--- src/rtl/cdt_pkg.sv ---
package cdt_pkg;
  typedef enum logic [1:0] {
    REG_LOAD  = 2'd0,
    REG_COUNT = 2'd1,
    REG_CTRL  = 2'd2,
    REG_STAT  = 2'd3
  } reg_idx_e;

  localparam int unsigned CTRL_EN_BIT  = 0;
  localparam int unsigned CTRL_AR_BIT  = 1;
  localparam int unsigned CTRL_IE_BIT  = 2;
  localparam int unsigned CTRL_PRE_LSB = 8;
endpackage

--- src/rtl/cdt_prescale.sv ---
module cdt_prescale #(
  parameter int unsigned PRE_W = 8
) (
  input  logic             clk_i,
  input  logic             rst_ni,
  input  logic             run_i,
  input  logic             clr_i,
  input  logic [PRE_W-1:0] presc_i,
  output logic             tick_o
);
  logic [PRE_W-1:0] phase_q;

  assign tick_o = run_i && !clr_i && (phase_q == presc_i);

  always_ff @(posedge clk_i or negedge rst_ni) begin
    if (!rst_ni)                 phase_q <= '0;
    else if (clr_i || !run_i)    phase_q <= '0;
    else if (phase_q == presc_i) phase_q <= '0;
    else                         phase_q <= phase_q + 1'b1;
  end
endmodule

--- src/rtl/cdt_regs.sv ---
module cdt_regs
  import cdt_pkg::*;
#(
  parameter int unsigned ADDR_W = 5,
  parameter int unsigned DATA_W = 32
) (
  input  logic              clk_i,
  input  logic              rst_ni,
  input  logic              req_i,
  input  logic              we_i,
  input  logic [ADDR_W-1:0] addr_i,
  input  logic [DATA_W-1:0] load_i,
  input  logic [DATA_W-1:0] count_i,
  input  logic [DATA_W-1:0] ctrl_i,
  input  logic              stat_i,
  output logic              wr_load_o,
  output logic              wr_count_o,
  output logic              wr_ctrl_o,
  output logic              wr_stat_o,
  output logic [DATA_W-1:0] rdata_o
);
  logic     hit;
  reg_idx_e idx;
  logic [DATA_W-1:0] rd_mux;

  // only aligned words inside the 16-byte window decode
  assign hit = (addr_i[1:0] == 2'b00) && ((addr_i >> 4) == '0);
  assign idx = reg_idx_e'(addr_i[3:2]);

  assign wr_load_o  = req_i && we_i && hit && (idx == REG_LOAD);
  assign wr_count_o = req_i && we_i && hit && (idx == REG_COUNT);
  assign wr_ctrl_o  = req_i && we_i && hit && (idx == REG_CTRL);
  assign wr_stat_o  = req_i && we_i && hit && (idx == REG_STAT);

  always_comb begin
    rd_mux = '0;
    if (hit) begin
      unique case (idx)
        REG_LOAD:  rd_mux = load_i;
        REG_COUNT: rd_mux = count_i;
        REG_CTRL:  rd_mux = ctrl_i;
        REG_STAT:  rd_mux = {{(DATA_W-1){1'b0}}, stat_i};
        default:   rd_mux = '0;
      endcase
    end
  end

  always_ff @(posedge clk_i or negedge rst_ni) begin
    if (!rst_ni)              rdata_o <= '0;
    else if (req_i && !we_i)  rdata_o <= rd_mux;
  end
endmodule

--- src/rtl/cdt_core.sv ---
module cdt_core
  import cdt_pkg::*;
#(
  parameter int unsigned DATA_W = 32,
  parameter int unsigned PRE_W  = 8
) (
  input  logic              clk_i,
  input  logic              rst_ni,
  input  logic              wr_load_i,
  input  logic              wr_count_i,
  input  logic              wr_ctrl_i,
  input  logic              wr_stat_i,
  input  logic [DATA_W-1:0] wdata_i,
  input  logic              tick_i,
  output logic [DATA_W-1:0] load_o,
  output logic [DATA_W-1:0] count_o,
  output logic              en_o,
  output logic              ar_o,
  output logic              ie_o,
  output logic [PRE_W-1:0]  presc_o,
  output logic              running_o,
  output logic              status_o,
  output logic              expire_o
);
  logic              wr_any;
  logic [DATA_W-1:0] cnt_wr_val, cnt_en_val, cnt_next;
  logic              new_en, new_ar, new_ie;
  logic [PRE_W-1:0]  new_presc;

  assign wr_any    = wr_load_i || wr_count_i || wr_ctrl_i;
  assign new_en    = wdata_i[CTRL_EN_BIT];
  assign new_ar    = wdata_i[CTRL_AR_BIT];
  assign new_ie    = wdata_i[CTRL_IE_BIT];
  assign new_presc = wdata_i[CTRL_PRE_LSB +: PRE_W];

  // zero count write in auto-reload with no prescale takes the reload value
  assign cnt_wr_val = (ar_o && presc_o == '0 && wdata_i == '0) ? load_o : wdata_i;
  // enabling auto-reload on an empty count reloads first
  assign cnt_en_val = (new_ar && count_o == '0) ? load_o : count_o;
  assign cnt_next   = (count_o == '0) ? (ar_o ? load_o : '0) : count_o - 1'b1;
  assign expire_o   = tick_i && !wr_any && (cnt_next == '0);

  always_ff @(posedge clk_i or negedge rst_ni) begin
    if (!rst_ni) begin
      load_o    <= '0;
      count_o   <= '0;
      en_o      <= 1'b0;
      ar_o      <= 1'b0;
      ie_o      <= 1'b0;
      presc_o   <= '0;
      running_o <= 1'b0;
    end else if (wr_load_i) begin
      load_o    <= wdata_i;
      count_o   <= wdata_i;
      running_o <= en_o && (presc_o != '0 || wdata_i != '0);
    end else if (wr_count_i) begin
      count_o   <= cnt_wr_val;
      running_o <= en_o && (presc_o != '0 || cnt_wr_val != '0);
    end else if (wr_ctrl_i) begin
      en_o    <= new_en;
      ar_o    <= new_ar;
      ie_o    <= new_ie;
      presc_o <= new_presc;
      if (new_en) begin
        count_o   <= cnt_en_val;
        running_o <= (new_presc != '0) || (cnt_en_val != '0);
      end else begin
        running_o <= 1'b0;
      end
    end else if (tick_i) begin
      count_o <= cnt_next;
      if (expire_o && (!ar_o || (presc_o == '0 && load_o == '0)))
        running_o <= 1'b0;
    end
  end

  always_ff @(posedge clk_i or negedge rst_ni) begin
    if (!rst_ni)                      status_o <= 1'b0;
    else if (expire_o)                status_o <= 1'b1;
    else if (wr_stat_i && wdata_i[0]) status_o <= 1'b0;
  end
endmodule

--- src/rtl/cdt_timer.sv ---
module cdt_timer
  import cdt_pkg::*;
#(
  parameter int unsigned ADDR_W = 5,
  parameter int unsigned DATA_W = 32,
  parameter int unsigned PRE_W  = 8
) (
  input  logic              clk_i,
  input  logic              rst_ni,
  input  logic              req_i,
  input  logic              we_i,
  input  logic [ADDR_W-1:0] addr_i,
  input  logic [DATA_W-1:0] wdata_i,
  output logic [DATA_W-1:0] rdata_o,
  output logic              irq_o
);
  localparam int unsigned PAD_W = DATA_W - CTRL_PRE_LSB - PRE_W;

  logic              wr_load, wr_count, wr_ctrl, wr_stat, wr_any;
  logic              tick, running, status, expire;
  logic              en, ar, ie;
  logic [PRE_W-1:0]  presc;
  logic [DATA_W-1:0] load, count, ctrl_rd;

  assign wr_any  = wr_load || wr_count || wr_ctrl;
  assign ctrl_rd = {{PAD_W{1'b0}}, presc, 5'b0, ie, ar, en};
  assign irq_o   = status && ie;

  cdt_regs #(.ADDR_W(ADDR_W), .DATA_W(DATA_W)) i_regs (
    .clk_i, .rst_ni, .req_i, .we_i, .addr_i,
    .load_i(load), .count_i(count), .ctrl_i(ctrl_rd), .stat_i(status),
    .wr_load_o(wr_load), .wr_count_o(wr_count),
    .wr_ctrl_o(wr_ctrl), .wr_stat_o(wr_stat),
    .rdata_o
  );

  cdt_prescale #(.PRE_W(PRE_W)) i_pre (
    .clk_i, .rst_ni, .run_i(running), .clr_i(wr_any),
    .presc_i(presc), .tick_o(tick)
  );

  cdt_core #(.DATA_W(DATA_W), .PRE_W(PRE_W)) i_core (
    .clk_i, .rst_ni,
    .wr_load_i(wr_load), .wr_count_i(wr_count),
    .wr_ctrl_i(wr_ctrl), .wr_stat_i(wr_stat),
    .wdata_i, .tick_i(tick),
    .load_o(load), .count_o(count), .en_o(en), .ar_o(ar), .ie_o(ie),
    .presc_o(presc), .running_o(running), .status_o(status),
    .expire_o(expire)
  );
endmodule

--- config.mk ---
export PLATFORM = sky130hd
export DESIGN_NAME = cdt_timer
export DESIGN_NICKNAME = d
export VERILOG_FILES = /design/src/rtl/cdt_pkg.sv /design/src/rtl/cdt_prescale.sv /design/src/rtl/cdt_regs.sv /design/src/rtl/cdt_core.sv /design/src/rtl/cdt_timer.sv
export SDC_FILE = /design/constraint.sdc
export NUM_CORES = 1
export LEC_CHECK = 0
export BUFFER_PORTS_ARGS = -buffer_cell sky130_fd_sc_hd__buf_2
export CAP_MARGIN = 20
export CORE_MARGIN = 4
export CORE_UTILIZATION = 45
export CTS_CLUSTER_DIAMETER = 30
export DETAILED_ROUTE_END_ITERATION = 7
export SLEW_MARGIN = 5
export SYNTH_ARGS = -nofsm -noshare
export SYNTH_HDL_FRONTEND = slang
export SYNTH_SLANG_ARGS = --single-unit
--- constraint.sdc ---
create_clock -name clk_i -period 7.04 [get_ports clk_i]
set_input_delay 0.352 -clock clk_i [delete_from_list [all_inputs] [get_ports clk_i]]
set_output_delay 0.352 -clock clk_i [all_outputs]
set_load 0.02 [all_outputs]
**Yosys cells after proc, flatten, opt, wreduce, memory -nomap -nowiden**

Cells that the tools add are included.

- Multiplexer cells: 21
- Reductions and logical operators: 51
- Equality and inequality tests: 5
- Add/subtract/negate cells: 2
- Bitwise operators: 2

Operator list:

| operator | count |
|---|---|
| $mux W32 | 10 |
| $logic_not A32 Y1 | 4 |
| $pmux W32 S4 | 1 |
| $reduce_bool A32 Y1 | 3 |
| $sub A32 B1 Y32 const B | 1 |
| $logic_and A1 B1 Y1 | 21 |
| $mux W8 | 2 |
| $reduce_bool A8 Y1 | 2 |
| $add A8 B1 Y8 const B | 1 |
| $eq A8 B8 Y1 | 1 |
| $logic_not A8 Y1 | 1 |
| $mux W1 | 8 |
| $reduce_bool A4 Y1 | 2 |
| $logic_or A1 B1 Y1 | 7 |
| $logic_not A5 Y1 | 1 |
| $eq A2 B2 Y1 const B | 2 |
| $logic_not A1 Y1 | 4 |
| $logic_not A2 Y1 | 2 |
| $ne A4 B2 Y1 const B | 1 |
| $reduce_and A2 Y1 | 2 |
| $reduce_and A3 Y1 | 1 |
| $eq A2 B1 Y1 const B | 1 |
| $not A1 Y1 | 2 |
| $reduce_bool A2 Y1 | 1 |

- Bits in registers: 117
- Input port bits: 41
- Logic and storage cells: 91
- Output and inout bits: 33

**Depth between registers and ports, before layout**

Gate-level depths: netlist of run 1.

- Depth after elaboration: 17
- Gate-level depth with buffers: 14
- Gate-level depth less buffers: 10

**Modules after synthesis**

Synthesis of run 1 repeated with hierarchy kept, for this count alone.

- Cells, all modules: 823
- Area, all modules: 7733.7 um2

Modules (own cells, without submodules):

| module | cells an instance | area an instance (um2) | times used | seq. area each (um2) |
|---|---|---|---|---|
| cdt_core | 617 | 5297.6 | 1 | 1926.8 |
| cdt_regs | 156 | 1899.3 | 1 | 800.8 |
| cdt_prescale | 47 | 520.5 | 1 | 200.2 |
| cdt_timer | 3 | 16.3 | 1 | 0.0 |

**Worst setup path after synthesis of run 1**

No wires, ideal clock.

- Kind: reg-to-reg
- From: register i_core.count_o[0]
- To: register i_core.count_o[0]
- Arrival time: 2.768 ns
- Setup time: 0.135 ns
- Period minus slack after synthesis: 2.903 ns
- Slack: 4.137 ns
- Required time: 6.905 ns
- Buffers on the path: 4
- Cell stages (with the launch flop): 13
- Cells stage by stage: dfrtp_1 clkbuf_1 inv_1 ha_1 or4b_2 nor4_4 and3_1 buf_6 buf_6 buf_2 nor3_1 a2111oi_0 o31ai_1

- Word-level cells in the longest chain between the ends: 7
- Elaborated cells between the ends (all ways): 10
- Classes of those cells: add/sub: 1; mux: 7; reduce/logical: 2

Ends and longest elaborated chain:

| element | RTL line | source |
|---|---|---|
| start: declaration | cdt_core.sv:16 | `output logic [DATA_W-1:0] count_o,` |
| start signal: assignment | cdt_core.sv:54 | `count_o <= wdata_i;` |
| start signal: assignment | cdt_core.sv:57 | `count_o <= cnt_wr_val;` |
| start signal: assignment | cdt_core.sv:65 | `count_o <= cnt_en_val;` |
| parallel branches: the longest is 4 deep, another holds $sub A32 B1 Y32 | -- |  |
| $mux W32 * | cdt_core.sv:59 | `end else if (wr_ctrl_i) begin` |
| $mux W32 * | cdt_core.sv:56 | `end else if (wr_count_i) begin` |
| $mux W32 * | cdt_core.sv:52 | `end else if (wr_load_i) begin` |

Mark *: on every way between the ends. The select of a mux whose other input is x is not followed.
A chain may end at the register's enable or synchronous reset.

**Worst setup path in the final report of run 1**

- From: register i_core.count_o[0]
- To: register i_core.running_o

- Word-level cells in the longest chain between the ends: 9
- Elaborated cells between the ends (all ways): 16
- Classes of those cells: add/sub: 1; mux: 6; reduce/logical: 9

Ends and longest elaborated chain:

| element | RTL line | source |
|---|---|---|
| parallel branches: the longest is 9 deep, another holds $sub A32 B1 Y32 | -- |  |
| end signal: assignment | cdt_core.sv:55 | `running_o <= en_o && (presc_o != '0 \|\| wdata_i != '0);` |
| end signal: assignment | cdt_core.sv:58 | `running_o <= en_o && (presc_o != '0 \|\| cnt_wr_val != '0);` |
| end signal: assignment | cdt_core.sv:66 | `running_o <= (new_presc != '0) \|\| (cnt_en_val != '0);` |
| end: declaration | cdt_core.sv:21 | `output logic running_o,` |

Parallel ways; which one is timed is not known.

==> results.py, run 1 <==
metrics = {
    "status": {
        "outcome": "finished, final reports clean",
    },
    "clock_network": {
        "clockBufferDepth": 2,
        "numCtsBuffers": 17,
        "root_buffer": "clkbuf_16",
        "clk_latency_ns": 0.43,
        "clk_pin_slew_ns": 0.06,
        "cts_sinks": 117,
        "tritoncts": "done",
        "htreeDepth": 4,
    },
    "route": {
        "firstDrtPassIters": 7,
        "drt_iter0_drc": 719,
        "viasPerCell": 6.19,
        "avgRoutedWirePerCell_um": 22.7,
        "detail_route.wirelength_mm": 25.7,
        "vias": 7005,
        "postRouteAntennaNets": 0,
        "drcViolationCount": 0,
    },
    "synthesis": {
        "synth-async-reset-ratio": 1.00,
        "synth_top_area_cell": "dfrtp_1",
        "synth_area_sq_um": 7490,
        "synth.net_count": 915,
        "yosysUniqueCellTypes": 61,
        "synth.most_common_cell": "nand2_1",
        "synth_seq_cells": 117,
        "ys_warn_count": 0,
        "syn_inst": 871,
        "yosys-top-cells-area": "dfrtp_1 39%, nand2_1 6.3%, a21oi_1 5.5%, mux2_2 5.0%, mux2i_1 4.8%",
        "synth-edff-count": 0,
        "netlist.area_leader.share": 0.391,
        "synthFlopType": "dfrtp_1",
        "syn_avg_cell_area_sq_um": 8.60,
        "synthTopCellsByCount": "126 x nand2_1, 117 x dfrtp_1, 82 x a21oi_1, 58 x o21ai_0, 57 x clkbuf_1",
        "seq_area_frac_synth": 0.391,
    },
    "grt": {
        "globalRouteOverflowTotal": 0,
        "grt_usage": 0.282,
        "grt_pass1_vias": 6721,
        "antenna_found_initial": 0,
        "grt_max_degree": 75,
        "grt_pass1_wl_mm": 39.9,
    },
    "die": {
        "die_h_um": 137,
        "coreArea_sq_um": 16100,
        "die_x_um": 137,
        "start_util": 0.465,
        "pin_count": 74,
        "num_rows": 46,
        "dieArea_sq_um": 18800,
    },
    "timing": {
        "fin_worst_skew_ns": 0.00758,
        "slew_violations": 0,
        "finalCriticalPeriod_ns": 4.03,
        "final-setup-viol-count": 0,
        "setup_tns_ns": 0,
        "holdWs_ns": 0.170,
        "hold_viol": 0,
        "max_slew.worst_pin.slew_ns": 1.18,
        "max_slew_margin": 0.211,
        "finalCritPeriodShare": 0.573,
        "fmax_ghz": 0.248,
        "rsz0062_at_grt": "false",
        "finalWorstSetupSlack_ns": 3.01,
    },
    "power_and_ir_drop": {
        "power.leakage_nw": 3.66,
        "peakVddDrop_mv": 0.198,
        "p_per_area_nw_per_um2": 343,
    },
    "place": {
        "portBuffers": 73,
        "post-dp-hpwl_mm": 18.1,
        "place_ws_ns": 3.06,
        "dpl_cell_area_sq_um": 7890,
        "place_congestion": 0.955,
    },
    "worst_setup_path": {
        "critPathMaxFanout": 24,
        "crit_type": "register to register",
        "slowest_stage": "and3_1",
        "crit_chain": "inv_1 > ha_1 > or4b_2 > nor4_4 > and3_1 > buf_4 > nor4_1 > a311oi_2 > and4_1 > nor4bb_1 > o21ai_1",
        "endpoint_kind": "register",
        "cp-start-kind": "register",
        "cp-endpoint": "i_core.running_o",
        "r2r-start": "i_core.count_o[0]",
        "crit_path_start": "i_core.count_o[0]",
        "reg2reg_slack_ns": 3.01,
        "cp.required_ns": 7.34,
        "max_stage_delay_ns": 0.81,
        "rr_worst_depth": 11,
        "critPathArrivalTime_ns": 4.33,
        "r2r-end": "i_core.running_o",
    },
    "finish": {
        "utilization": 0.525,
        "n_antenna_cell": 0,
        "post_route_cells_drive_above_1_share": 0.188,
        "areaGrowthSynthToFinish_pct": 12.8,
        "final_cell_area_sq_um": 8460,
        "nets": 946,
    },
    "worst_hold_path": {
        "hold_class": "input pin to register",
    },
    "flow_run": {
        "maxCapViolCount": 0,
    },
}
[cells by family after synthesis]
group	count (synthesis)	share of synthesized area
flip-flops	117	0.391
adder cells (fa/ha/maj)	3	0.00501
multiplexers	70	0.101
XOR/XNOR	34	0.0397
AO/OA/AOI/OAI	257	0.209
AND/OR/NAND/NOR	310	0.203
buffers and inverters	80	0.0516
[report_power, final]
group	leakage (nW)	switching, W	internal, W
combinational	1.83	0.000621	0.000418
sequential	1.57	0.000244	0.000788
clock	0.263	0.000358	0.000468
total	3.66	0.00122	0.00167
[per-layer routing]
metal	wire (um)	global-route usage	vias to the layer above	part of all wire
li1	-	-	3270	-
met1	11600	0.393	3470	0.45
met2	12200	0.450	230	0.47
met3	1390	0.0529	35	0.054
met4	549	0.0793	0	0.021
met5	0	0	-	0
[cells in the final DEF, fill, tap and decap left out, types with 7 or more instances in the layout]
master / instances
a211oi_1: 31
a21oi_1: 82
a22o_1: 11
a31oi_1: 10
buf_2: 72
buf_4: 14
clkbuf_16: 17
dfrtp_1: 117
inv_6: 7
mux2_2: 33
mux2i_1: 36
nand2_1: 126
nand3_1: 15
nand4_1: 17
nor2_1: 54
nor3_1: 16
nor4_1: 31
o21ai_0: 58
o21ai_1: 20
o31ai_1: 9
or3_1: 8
or4_1: 8
xnor2_1: 21
xor2_1: 13
[through the flow]
stage               total power [W]  instances
global placement            0.00205       1098
global route                0.00307       1131
CTS                         0.00289       1131
floorplan                   0.00175        871
finish                      0.00290       1131
detailed placement          0.00206       1098
[worst min path at each step]
stage                startpoint                  to  slack, ns  cells past startpoint
floorplan                rst_ni         i_core.ar_o       0.06                      0
global placement         rst_ni  i_regs.rdata_o[19]       0.38                      1
detailed placement       rst_ni  i_regs.rdata_o[19]       0.39                      1
CTS                 wdata_i[14]   i_core.presc_o[6]       0.16                      3
global route        wdata_i[11]   i_core.presc_o[3]       0.17                      3
finish              wdata_i[14]   i_core.presc_o[6]       0.17                      3
[worst max-delay path: cells and delay by family, from the launching register on]
kind	cells	cell delay, ns
compound gates	2	0.33
fa+ha+maj	1	0.19
buf+inv	2	0.57
flops	1	0.49
simple gates	6	2.31
[area by class of cell]
cell class                      instances  area (sq um)
Fill cell                            1567          7660
Multi-Input combinational cell        674          4210
Sequential cell                       117          2930
Timing Repair Buffer                   87           475
Clock buffer                           18           439
Tap cell                              216           270
Clock inverter                         14           116
Inverter                                5          18.8
[timing repair]
item	in CTS	in global routing
buffers inserted	0	0
hold buffers	1	0
endpoints found under the hold margin	43	0
resized for setup	0	0
endpoints found under the setup margin	0	0
[registers in the layout, indices dropped and copies added (netlist names)]
| name | cells |
|---|---|
| i_core.ar_o | 1 |
| i_core.count_o | 32 |
| i_core.en_o | 1 |
| i_core.ie_o | 1 |
| i_core.load_o | 32 |
| i_core.presc_o | 8 |
| i_core.running_o | 1 |
| i_core.status_o | 1 |
| i_pre.phase_q | 8 |
| i_regs.rdata_o | 32 |
Note: power is estimated with default switching activity, not from simulation.
==> run 2, diff against run 1 <==
--- a/config.mk
+++ b/config.mk
@@ -11,6 +11,7 @@
 export CORE_UTILIZATION = 45
 export CTS_CLUSTER_DIAMETER = 30
 export DETAILED_ROUTE_END_ITERATION = 7
+export PLACE_DENSITY = 0.66
 export SLEW_MARGIN = 5
 export SYNTH_ARGS = -nofsm -noshare
 export SYNTH_HDL_FRONTEND = slang
==> constraint.sdc (replaced) <==
create_clock -name clk_i -period 3.7 [get_ports clk_i]
set_input_delay 0.185 -clock clk_i [delete_from_list [all_inputs] [get_ports clk_i]]
set_output_delay 0.185 -clock clk_i [all_outputs]
set_load 0.02 [all_outputs]
==> results.py, run 2 (synthesized netlist as in run 1, its figures left out) <==
metrics = {
    "status": {
        "outcome": "finished, final reports clean",
    },
    "finish": {
        "final_common_cell": "nand2_1",
        "reg.largest.list": "i_core.count_o (32), i_core.load_o (32), i_regs.rdata_o (32)",
        "final_cell_mix": "126 x nand2_1, 117 x dfrtp_1, 82 x a21oi_1, 72 x buf_2, 58 x o21ai_0",
        "n_antenna_cell": 0,
        "areaGrowthSynthToFinish_pct": 14.9,
        "stdcell_count": 1147,
        "post_route_cells_drive_above_1_share": 0.200,
        "nFillCells": 1521,
        "nets": 962,
    },
    "grt": {
        "grt_max_degree": 65,
        "globalRouteOverflowTotal": 0,
        "grt_pass1_wl_mm": 38.8,
        "grt_pass1_vias": 6824,
        "grt_usage": 0.271,
        "antenna_found_initial": 0,
    },
    "worst_setup_path": {
        "cp-start-kind": "register",
        "critPathArrivalTime_ns": 3.62,
        "cp.required_ns": 4.03,
        "reg2reg_slack_ns": 0.41,
        "crit_chain": "nor4_1 > and2_1 > and4_1 > and2_4 > buf_4 > a21oi_1 > nor2_1 > a211oi_1 > o31ai_1",
        "worst-path-stages": 9,
        "slowest_stage": "nor4_1",
        "max_stage_delay_ns": 0.70,
        "r2r-start": "i_core.count_o[15]",
        "crit_type": "register to register",
        "worst-path-buf-inv": 1,
        "r2r-end": "i_core.count_o[8]",
        "critPathMaxFanout": 27,
        "critical-path-top-delay-family": "simple AND/OR/NAND/NOR gates",
        "rr_worst_depth": 9,
        "endpoint_kind": "register",
    },
    "place": {
        "post-dp-hpwl_mm": 17.7,
        "place_congestion": 0.988,
        "portBuffers": 73,
        "dp.cells": 1112,
    },
    "timing": {
        "max_slew_margin": 0.397,
        "slew_violations": 0,
        "max_slew.worst_pin.slew_ns": 0.896,
        "setup_tns_ns": 0,
        "finalCritPeriodShare": 0.888,
        "finalCriticalPeriod_ns": 3.29,
        "final-setup-viol-count": 0,
        "holdWs_ns": 0.00592,
        "hold_viol": 0,
        "fin_worst_skew_ns": 0.0117,
        "fmax_ghz": 0.304,
        "rsz0062_at_grt": "false",
    },
    "clock_network": {
        "clk_latency_ns": 0.43,
        "cts_sinks": 117,
        "cts_resized": 0,
        "clockBufferDepth": 2,
        "root_buffer": "clkbuf_16",
        "tritoncts": "done",
        "numCtsBuffers": 17,
        "htreeDepth": 4,
        "clk_pin_slew_ns": 0.06,
    },
    "power_and_ir_drop": {
        "peakVddDrop_mv": 0.398,
        "p_per_area_nw_per_um2": 650,
        "power.leakage_nw": 3.76,
    },
    "die": {
        "coreArea_sq_um": 16100,
        "dieArea_sq_um": 18800,
        "die_h_um": 137,
        "start_util": 0.465,
        "pin_count": 74,
        "die_x_um": 137,
        "num_rows": 46,
    },
    "route": {
        "vias": 7149,
        "detail_route.wirelength_mm": 24.7,
        "drt_iter0_drc": 734,
        "firstDrtPassIters": 5,
        "avgRoutedWirePerCell_um": 21.5,
        "postRouteAntennaNets": 0,
        "viasPerCell": 6.23,
        "drcViolationCount": 0,
    },
    "worst_hold_path": {
        "hold_depth": 3,
        "worstHoldStart": "wdata_i[10]",
        "hold_class": "input pin to register",
        "min_to": "i_core.presc_o[2]",
    },
    "flow_run": {
        "maxCapViolCount": 0,
    },
}
## run 2: changes by cell type in the layout (fill, tap and decap cells not counted)
cell / delta
dlygate4sd3_1: +2
clkinv_2: +1
inv_6: -6
inv_8: -1
clkinv_4: +5
buf_4: +13
bufinv_16: +1
buf_12: +1
## run 2: tightest hold or removal path, stage by stage
cell and delay [ns]:
buf_2 0.11, nand2_1 0.06, nand2_1 0.05
## run 2: power breakdown
| group | total [W] | internal (W) | switching, W | leakage, nW |
|---|---|---|---|---|
| clock | 0.00160 | 0.000944 | 0.000653 | 0.268 |
| sequential | 0.00194 | 0.00150 | 0.000435 | 1.57 |
| combinational | 0.00207 | 0.000843 | 0.00122 | 1.91 |
## run 2: worst max path at each step
stage                       start                end  slack, ns
2_1_floorplan   i_core.count_o[0]  i_core.count_o[0]       0.80
3_3_place_gp    i_core.count_o[1]   i_core.running_o       0.59
3_5_place_dp    i_core.count_o[1]   i_core.running_o       0.51
4_1_cts         i_core.count_o[1]   i_core.running_o       0.50
5_1_grt         i_core.count_o[4]  i_core.count_o[8]       0.24
6_report       i_core.count_o[15]  i_core.count_o[8]       0.41
## run 2: repair_timing
| item | 4_1_cts | 5_1_grt |
|---|---|---|
| hold buffers | 3 | 0 |
| endpoints found under the setup margin | 0 | 0 |
| hold endpoints to repair | 55 | 0 |
| buffers inserted | 0 | 0 |
## run 2: through the flow
stage               setup slack (ns)   util  cell area, sq um  total power [W]
global route                   0.242  0.534              8610          0.00593
CTS                            0.499  0.534              8610          0.00557
global placement               0.594  0.497              8010          0.00395
floorplan                      0.797      -              7490          0.00333
finish                         0.414  0.534              8610          0.00560
detailed placement             0.513  0.497              8010          0.00396
## run 2: cell type report
class	count	area, sq um	area share
clock buffers	18	439	0.0510
flip-flops and latches	117	2930	0.340
well taps	216	270	0.0314
repair buffers	103	613	0.0712
inverters	5	18.8	0.00218
multi-input cells	674	4210	0.489
clock inverters	14	131	0.0153
## run 2: layer usage
metal | wire [um] | share of wire | GRT usage
met1 | 10700 | 0.43 | 0.367
met2 | 11300 | 0.46 | 0.415
met3 | 1600 | 0.065 | 0.0544
met4 | 1050 | 0.043 | 0.132
met5 | 0 | 0 | 0
